==> config.mk <==
export PLATFORM = sky130hd
export DESIGN_NAME = crc_scrub_top
export DESIGN_NICKNAME = d
export VERILOG_FILES = /design/src/rtl/scrub_pkg.sv /design/src/rtl/scrub_tick_gen.sv /design/src/rtl/scrub_seq.sv /design/src/rtl/scrub_crc.sv /design/src/rtl/crc_scrub_top.sv
export SDC_FILE = /design/constraint.sdc
export NUM_CORES = 1
export LEC_CHECK = 0
export CAP_MARGIN = 20
export CORE_UTILIZATION = 35
export CTS_CLUSTER_DIAMETER = 200
export DETAILED_ROUTE_END_ITERATION = 8
export DONT_BUFFER_PORTS = 1
export PLACE_DENSITY_LB_ADDON = 0.05
export REMOVE_ABC_BUFFERS = 1
export SETUP_SLACK_MARGIN = 0.3
export SLEW_MARGIN = 20
export SYNTH_ARGS = -nofsm -noshare
export SYNTH_HDL_FRONTEND = slang
export SYNTH_SLANG_ARGS = --single-unit
==> constraint.sdc <==
create_clock -name clk -period 2.5 [get_ports clk]
set_input_delay 0.25 -clock clk [delete_from_list [all_inputs] [get_ports clk]]
set_output_delay 0.25 -clock clk [all_outputs]
set_load 0.005 [all_outputs]
==> src/rtl/scrub_pkg.sv <==
package scrub_pkg;

    localparam int unsigned DIV_SEL_W = 3;
    localparam int unsigned DIV_CNT_W = 8;
    localparam int unsigned CRC_W     = 16;

    // Terminal count of the divide counter: factor 2^(sel+1), minus one.
    function automatic logic [DIV_CNT_W-1:0] div_limit(input logic [DIV_SEL_W-1:0] sel);
        logic [DIV_CNT_W:0] factor;
        factor = (DIV_CNT_W+1)'(2) << sel;
        return DIV_CNT_W'(factor - (DIV_CNT_W+1)'(1));
    endfunction

    // One serial CRC step, most significant bit first.
    function automatic logic [CRC_W-1:0] crc_bit(input logic [CRC_W-1:0] c,
                                                  input logic             b,
                                                  input logic [CRC_W-1:0] poly);
        logic fb;
        fb = c[CRC_W-1] ^ b;
        return {c[CRC_W-2:0], 1'b0} ^ (fb ? poly : '0);
    endfunction

endpackage

==> src/rtl/scrub_tick_gen.sv <==
module scrub_tick_gen
    import scrub_pkg::*;
(
    input  logic                 clk,
    input  logic                 rst_n,
    input  logic                 run,
    input  logic [DIV_SEL_W-1:0] div_sel,
    output logic                 tick
);

    typedef struct packed {
        logic [DIV_CNT_W-1:0] cnt;
        logic                 tick;
    } tg_state_t;

    tg_state_t st_d, st_q;
    logic [DIV_CNT_W-1:0] lim;
    logic                 at_lim;

    always_comb begin
        st_d   = st_q;
        lim    = div_limit(div_sel);
        at_lim = (st_q.cnt >= lim);
        if (!run) begin
            st_d.cnt  = '0;
            st_d.tick = 1'b0;
        end else begin
            st_d.tick = at_lim;
            st_d.cnt  = at_lim ? '0 : st_q.cnt + 1'b1;
        end
    end

    always_ff @(posedge clk) begin
        if (!rst_n) st_q <= '0;
        else        st_q <= st_d;
    end

    assign tick = st_q.tick;

endmodule

==> src/rtl/scrub_seq.sv <==
module scrub_seq #(
    parameter int NUM_FRAMES      = 6,
    parameter int WORDS_PER_FRAME = 4,
    parameter int FRM_AW          = 5,
    parameter int FA_W            = 3
) (
    input  logic              clk,
    input  logic              rst_n,
    input  logic              run,
    input  logic              tick,
    output logic              rd,
    output logic [FRM_AW-1:0] addr,
    output logic              first,
    output logic              last,
    output logic              chk_rd,
    output logic [FA_W-1:0]   frame
);

    localparam int TOTAL = NUM_FRAMES * WORDS_PER_FRAME;
    localparam int WI_W  = (WORDS_PER_FRAME > 1) ? $clog2(WORDS_PER_FRAME) : 1;
    localparam logic [FRM_AW-1:0] LIN_LAST  = FRM_AW'(TOTAL - 1);
    localparam logic [WI_W-1:0]   WORD_LAST = WI_W'(WORDS_PER_FRAME - 1);
    localparam logic [FA_W-1:0]   FRM_LAST  = FA_W'(NUM_FRAMES - 1);

    typedef struct packed {
        logic [FRM_AW-1:0] lin;
        logic [WI_W-1:0]   word;
        logic [FA_W-1:0]   frm;
        logic              rd;
        logic [FRM_AW-1:0] addr;
        logic              first;
        logic              last;
        logic              chk_rd;
        logic [FA_W-1:0]   iss_frm;
    } seq_state_t;

    seq_state_t st_d, st_q;
    logic       word_end;

    always_comb begin
        st_d        = st_q;
        st_d.rd     = 1'b0;
        st_d.chk_rd = 1'b0;
        word_end    = (st_q.word == WORD_LAST);
        if (!run) begin
            st_d = '0;
        end else if (tick) begin
            st_d.rd      = 1'b1;
            st_d.addr    = st_q.lin;
            st_d.first   = (st_q.word == '0);
            st_d.last    = word_end;
            st_d.chk_rd  = word_end;
            st_d.iss_frm = st_q.frm;
            st_d.lin     = (st_q.lin == LIN_LAST) ? '0 : st_q.lin + 1'b1;
            st_d.word    = word_end ? '0 : st_q.word + 1'b1;
            if (word_end)
                st_d.frm = (st_q.frm == FRM_LAST) ? '0 : st_q.frm + 1'b1;
        end
    end

    always_ff @(posedge clk) begin
        if (!rst_n) st_q <= '0;
        else        st_q <= st_d;
    end

    assign rd     = st_q.rd;
    assign addr   = st_q.addr;
    assign first  = st_q.first;
    assign last   = st_q.last;
    assign chk_rd = st_q.chk_rd;
    assign frame  = st_q.iss_frm;

endmodule

==> src/rtl/scrub_crc.sv <==
module scrub_crc
    import scrub_pkg::*;
#(
    parameter int               WORD_W = 16,
    parameter int               FA_W   = 3,
    parameter logic [CRC_W-1:0] POLY   = 16'h8005,
    parameter logic [CRC_W-1:0] INIT   = 16'hFFFF
) (
    input  logic              clk,
    input  logic              rst_n,
    input  logic              run,
    input  logic              rd,
    input  logic              first,
    input  logic              last,
    input  logic [FA_W-1:0]   frame,
    input  logic [WORD_W-1:0] data,
    output logic              done,
    output logic [CRC_W-1:0]  crc,
    output logic [FA_W-1:0]   done_frame
);

    typedef struct packed {
        logic             vld;
        logic             first;
        logic             last;
        logic [FA_W-1:0]  frm;
        logic [CRC_W-1:0] crc;
        logic             done;
        logic [FA_W-1:0]  dfrm;
    } crc_state_t;

    crc_state_t       st_d, st_q;
    logic [CRC_W-1:0] acc;

    always_comb begin
        st_d       = st_q;
        // stage 1: remember the beat whose data returns next cycle
        st_d.vld   = run && rd;
        st_d.first = first;
        st_d.last  = last;
        st_d.frm   = frame;
        // stage 2: fold the returned word into the running CRC
        st_d.done  = 1'b0;
        acc        = st_q.first ? INIT : st_q.crc;
        for (int i = WORD_W - 1; i >= 0; i--)
            acc = crc_bit(acc, data[i], POLY);
        if (run && st_q.vld) begin
            st_d.crc  = acc;
            st_d.done = st_q.last;
            st_d.dfrm = st_q.frm;
        end
    end

    always_ff @(posedge clk) begin
        if (!rst_n) st_q <= '0;
        else        st_q <= st_d;
    end

    assign done       = st_q.done;
    assign crc        = st_q.crc;
    assign done_frame = st_q.dfrm;

endmodule

==> src/rtl/crc_scrub_top.sv <==
module crc_scrub_top
    import scrub_pkg::*;
#(
    parameter int               NUM_FRAMES      = 6,
    parameter int               WORDS_PER_FRAME = 4,
    parameter int               WORD_W          = 16,
    parameter logic [CRC_W-1:0] POLY            = 16'h8005,
    parameter logic [CRC_W-1:0] INIT            = 16'hFFFF,
    localparam int              TOTAL           = NUM_FRAMES * WORDS_PER_FRAME,
    localparam int              FRM_AW          = (TOTAL > 1) ? $clog2(TOTAL) : 1,
    localparam int              FA_W            = (NUM_FRAMES > 1) ? $clog2(NUM_FRAMES) : 1
) (
    input  logic                 clk,
    input  logic                 rst_n,
    input  logic                 user_mode,
    input  logic                 scrub_en,
    input  logic [DIV_SEL_W-1:0] div_sel,
    output logic                 frm_rd,
    output logic [FRM_AW-1:0]    frm_addr,
    input  logic [WORD_W-1:0]    frm_data,
    output logic                 chk_rd,
    output logic [FA_W-1:0]      chk_addr,
    input  logic [CRC_W-1:0]     chk_data,
    output logic                 scan_active,
    output logic                 pass_done,
    output logic                 err_pulse,
    output logic                 err_flag,
    output logic [FA_W-1:0]      err_frame
);

    localparam logic [FA_W-1:0] FRM_LAST = FA_W'(NUM_FRAMES - 1);

    logic             run;
    logic             tick;
    logic             seq_first, seq_last;
    logic [FA_W-1:0]  seq_frame;
    logic             cmp_go;
    logic [CRC_W-1:0] cmp_crc;
    logic [FA_W-1:0]  cmp_frame;

    assign run = user_mode && scrub_en;

    scrub_tick_gen u_tick (
        .clk     (clk),
        .rst_n   (rst_n),
        .run     (run),
        .div_sel (div_sel),
        .tick    (tick)
    );

    scrub_seq #(
        .NUM_FRAMES      (NUM_FRAMES),
        .WORDS_PER_FRAME (WORDS_PER_FRAME),
        .FRM_AW          (FRM_AW),
        .FA_W            (FA_W)
    ) u_seq (
        .clk    (clk),
        .rst_n  (rst_n),
        .run    (run),
        .tick   (tick),
        .rd     (frm_rd),
        .addr   (frm_addr),
        .first  (seq_first),
        .last   (seq_last),
        .chk_rd (chk_rd),
        .frame  (seq_frame)
    );

    assign chk_addr = seq_frame;

    scrub_crc #(
        .WORD_W (WORD_W),
        .FA_W   (FA_W),
        .POLY   (POLY),
        .INIT   (INIT)
    ) u_crc (
        .clk        (clk),
        .rst_n      (rst_n),
        .run        (run),
        .rd         (frm_rd),
        .first      (seq_first),
        .last       (seq_last),
        .frame      (seq_frame),
        .data       (frm_data),
        .done       (cmp_go),
        .crc        (cmp_crc),
        .done_frame (cmp_frame)
    );

    typedef struct packed {
        logic            active;
        logic            pass_done;
        logic            err_pulse;
        logic            err_flag;
        logic [FA_W-1:0] err_frame;
    } rep_state_t;

    rep_state_t st_d, st_q;

    always_comb begin
        st_d           = st_q;
        st_d.active    = run;
        st_d.pass_done = 1'b0;
        st_d.err_pulse = 1'b0;
        if (cmp_go) begin
            if (cmp_crc != chk_data) begin
                st_d.err_pulse = 1'b1;
                st_d.err_flag  = 1'b1;
                st_d.err_frame = cmp_frame;
            end
            st_d.pass_done = (cmp_frame == FRM_LAST);
        end
    end

    always_ff @(posedge clk) begin
        if (!rst_n) st_q <= '0;
        else        st_q <= st_d;
    end

    assign scan_active = st_q.active;
    assign pass_done   = st_q.pass_done;
    assign err_pulse   = st_q.err_pulse;
    assign err_flag    = st_q.err_flag;
    assign err_frame   = st_q.err_frame;

endmodule

==> reports/summary.txt <==
Outcome: finished, final reports clean
HP Start: rst_n
Crit path max-delay cell type: xnor3_1
Clk_lat worst skew: 0.35 ns
Final Slew Violations: 0
Initial antenna violation count: 0
Mapped cell area: 3380 µm²
Mux cell area share after synthesis: 4.48%
Synth area leaders: dfxtp_1 38%, xnor2_1 13%, nor2_1 5.2%
R2r startpoint: u_crc.st_q[24]
Final instance area: 3950 µm²
CP Cell Sequence: buf_4 > nor2_2 > xnor2_2 > xnor3_1 > xnor3_2 > xor2_2 > xnor2_1 > a21oi_1
Vias/cell: 4.69
Tmin final: 2.18 ns
Period utilization: 87.2%
CTS max path bufs: 2
Slew headroom: 48.4%
Critical path class: reg2reg
Worst Skew: 0.0178 ns
Syn avg cell area: 9.02 µm²
Number of global-route vias before repair: 2439
Max Freq: 0.459 GHz
Largest family of logic cells by synthesized area: XOR/XNOR gates
CP endpoint kind: flop
XOR/XNOR Fraction of Synth Area: 21.9%
Total Die Area: 10100 µm²
Clock Pin Slew Worst Setup and Hold Paths: 0.08 ns
Total power: 2.38 mW
Total core area: 9280 µm²
Num rows: 35
Setup crit start: u_crc.st_q[24]
Slew at the pin closest to its max-slew limit: 0.773 ns
CTS tree: yes
Register bit total from synthesis: 64
Hold Fails Final Rpt: 0
Multi-input gate area: 2040 µm²
Final setup viols: 0
Seq/Total Area, Yosys: 37.9%
I/O Buffers: 0
Largest stage delay on the critical path: 0.43 ns
First-pass GRT wire length: 11.7 mm
Detailed Routing Iterations Pass 1: 6
Post-synth EDFFs: 0
CP Data Required Time: 2.69 ns
Worst EP arrival: 2.37 ns
Yosys warning total: 0
Routed wire length: 7.21 mm
DR iter-0 viols: 33
Initial core utilization: 36.4%
GRT Overall Usage: 15.1%
Share of cells above drive strength 1: 18.6%
Grt total ovfl: 0
Total clock sinks: 64
# diodes: 0
Synth Area in Simple Gates: 18.2%
Mapped Cells: 375
Most frequent cell after synthesis: dfxtp_1
Register area: 1300 µm²
Worst VDD drop: 263 µV
Fill cells: 950
Max-cap violations: 0
CP Launch Type: flop
Synth Area in Adders: 4.44%
Commonest cells in the synthesized netlist: 64 x dfxtp_1, 52 x xnor2_1, 47 x nor2_1
PD cells: 604 nW/µm²
Top_reg_cell synth: dfxtp_1
Compound-Gate Fraction of Synth Area: 7.95%
Root buffer cell: clkbuf_8
Largest area contributor in the netlist: dfxtp_1
Synth unique cells: 38
WHS: 0.0317 ns
Largest net degree at the start of global routing: 24
Antenna-violating nets left: 0
H-tree levels: 3
Area after DPL: 3510 µm²
RSZ-0062 raised after global routing: yes
Share of Yosys cell area claimed by the top area cell type: 37.9%
GP Congestion: 0.743
DIE WIDTH: 100 µm
Routed WL per cell: 13.9 µm
Area Growth Syn to Fin: 16.8%
Crit Path Max Fanout: 4
Leak pwr: 1.47 nW
Asr flop ratio synth: 0%
Post-DP HPWL: 5.08 mm
Top-level port count: 56
CTS Buf Count: 9
Routed vias: 2425
DRC viols: 0
Worst hold path class: in2reg
NumNets Final: 434
Die extent in y: 100 µm
## report_power, final
group,switching (mW),internal (mW),total [mW]
Sequential,0.00149,1.02,1.02
Combinational,0.103,0.129,0.232
Clock,0.438,0.695,1.13
## what timing repair did
item,4_1_cts,5_1_grt
hold buffers,0,0
resized for setup,18,12
setup buffers,5,0
pin swaps,5,5
setup endpoints to repair,10,10
cloned,0,1
## state kept, by name, indices dropped and copies added (netlist names), 3 cells and up
register	count
u_crc.crc	16
u_crc.st_q	6
u_seq.addr	5
u_tick.st_q	8
u_seq.st_q	10
err_frame	3
u_seq.frame	3
u_crc.done_frame	3
## critical path: cells and delay by family, from the launching register on
kind                      cells  cell delay, ns
DFF                           1            0.37
AOI/OAI and AO/OA             1            0.08
and+or+nand+nor               1            0.15
xor gates and xnor gates      5            1.30
buffers and inverters         1            0.14
## final cells by class
cell class	instances	area share, %
Inverter	8	0.760
Sequential cell	64	32.9
Tap cell	129	4.09
Clock buffer	10	3.48
Clock inverter	6	2.91
Timing Repair Buffer	20	4.12
Multi-Input combinational cell	280	51.8
## worst paths after layout
path                                             to  slack, ns  depth (start not counted)
worst max register to register        u_crc.crc[15]       0.32                          8
worst min-delay path                 u_crc.st_q[21]       0.03                          1
worst min register to register  u_crc.done_frame[2]       0.45                          2
worst max-delay path                  u_crc.crc[15]       0.32                          8
## layer usage
| metal | part of all wire, % | GRT usage [%] | wire (µm) | vias to the layer above |
|---|---|---|---|---|
| met3 | 4.6 | 3.69 | 334 | 10 |
| met4 | 1.7 | 6.69 | 123 | 0 |
| met1 | 47 | 18.1 | 3360 | 1113 |
| met2 | 47 | 25.4 | 3390 | 43 |
| met5 | 0 | 0 | 0 | - |
| li1 | - | - | - | 1259 |
## logic make-up after synthesis
family                     after synthesis
AOI/OAI and AO/OA                       45
muxes                                   15
DFF                                     64
adders and majority gates               12
xor gates and xnor gates                74
and+or+nand+nor                        133
buffers and inverters                   32
## metrics by stage
step	TNS [ns]	worst slack (ns)	utilization, %	instances
floorplan	0	0.0375	-	351
global placement	-0.443	-0.0719	37.9	495
detailed placement	-0.927	-0.124	37.9	495
CTS	0	0.298	41.8	516
global route	0	0.211	42.5	517
finish	0	0.320	42.5	517
## cell usage in the layout, fill, tap and decap left out, types with 11 or more instances in the layout
| master | n |
|---|---|
| mux2i_1 | 14 |
| buf_4 | 19 |
| xnor2_1 | 46 |
| ha_1 | 11 |
| dfxtp_1 | 56 |
| nand3_1 | 16 |
| nand2_1 | 29 |
| a21oi_1 | 25 |
| nor2_1 | 43 |
| xor2_1 | 13 |
(Power assumes the default switching activity.)
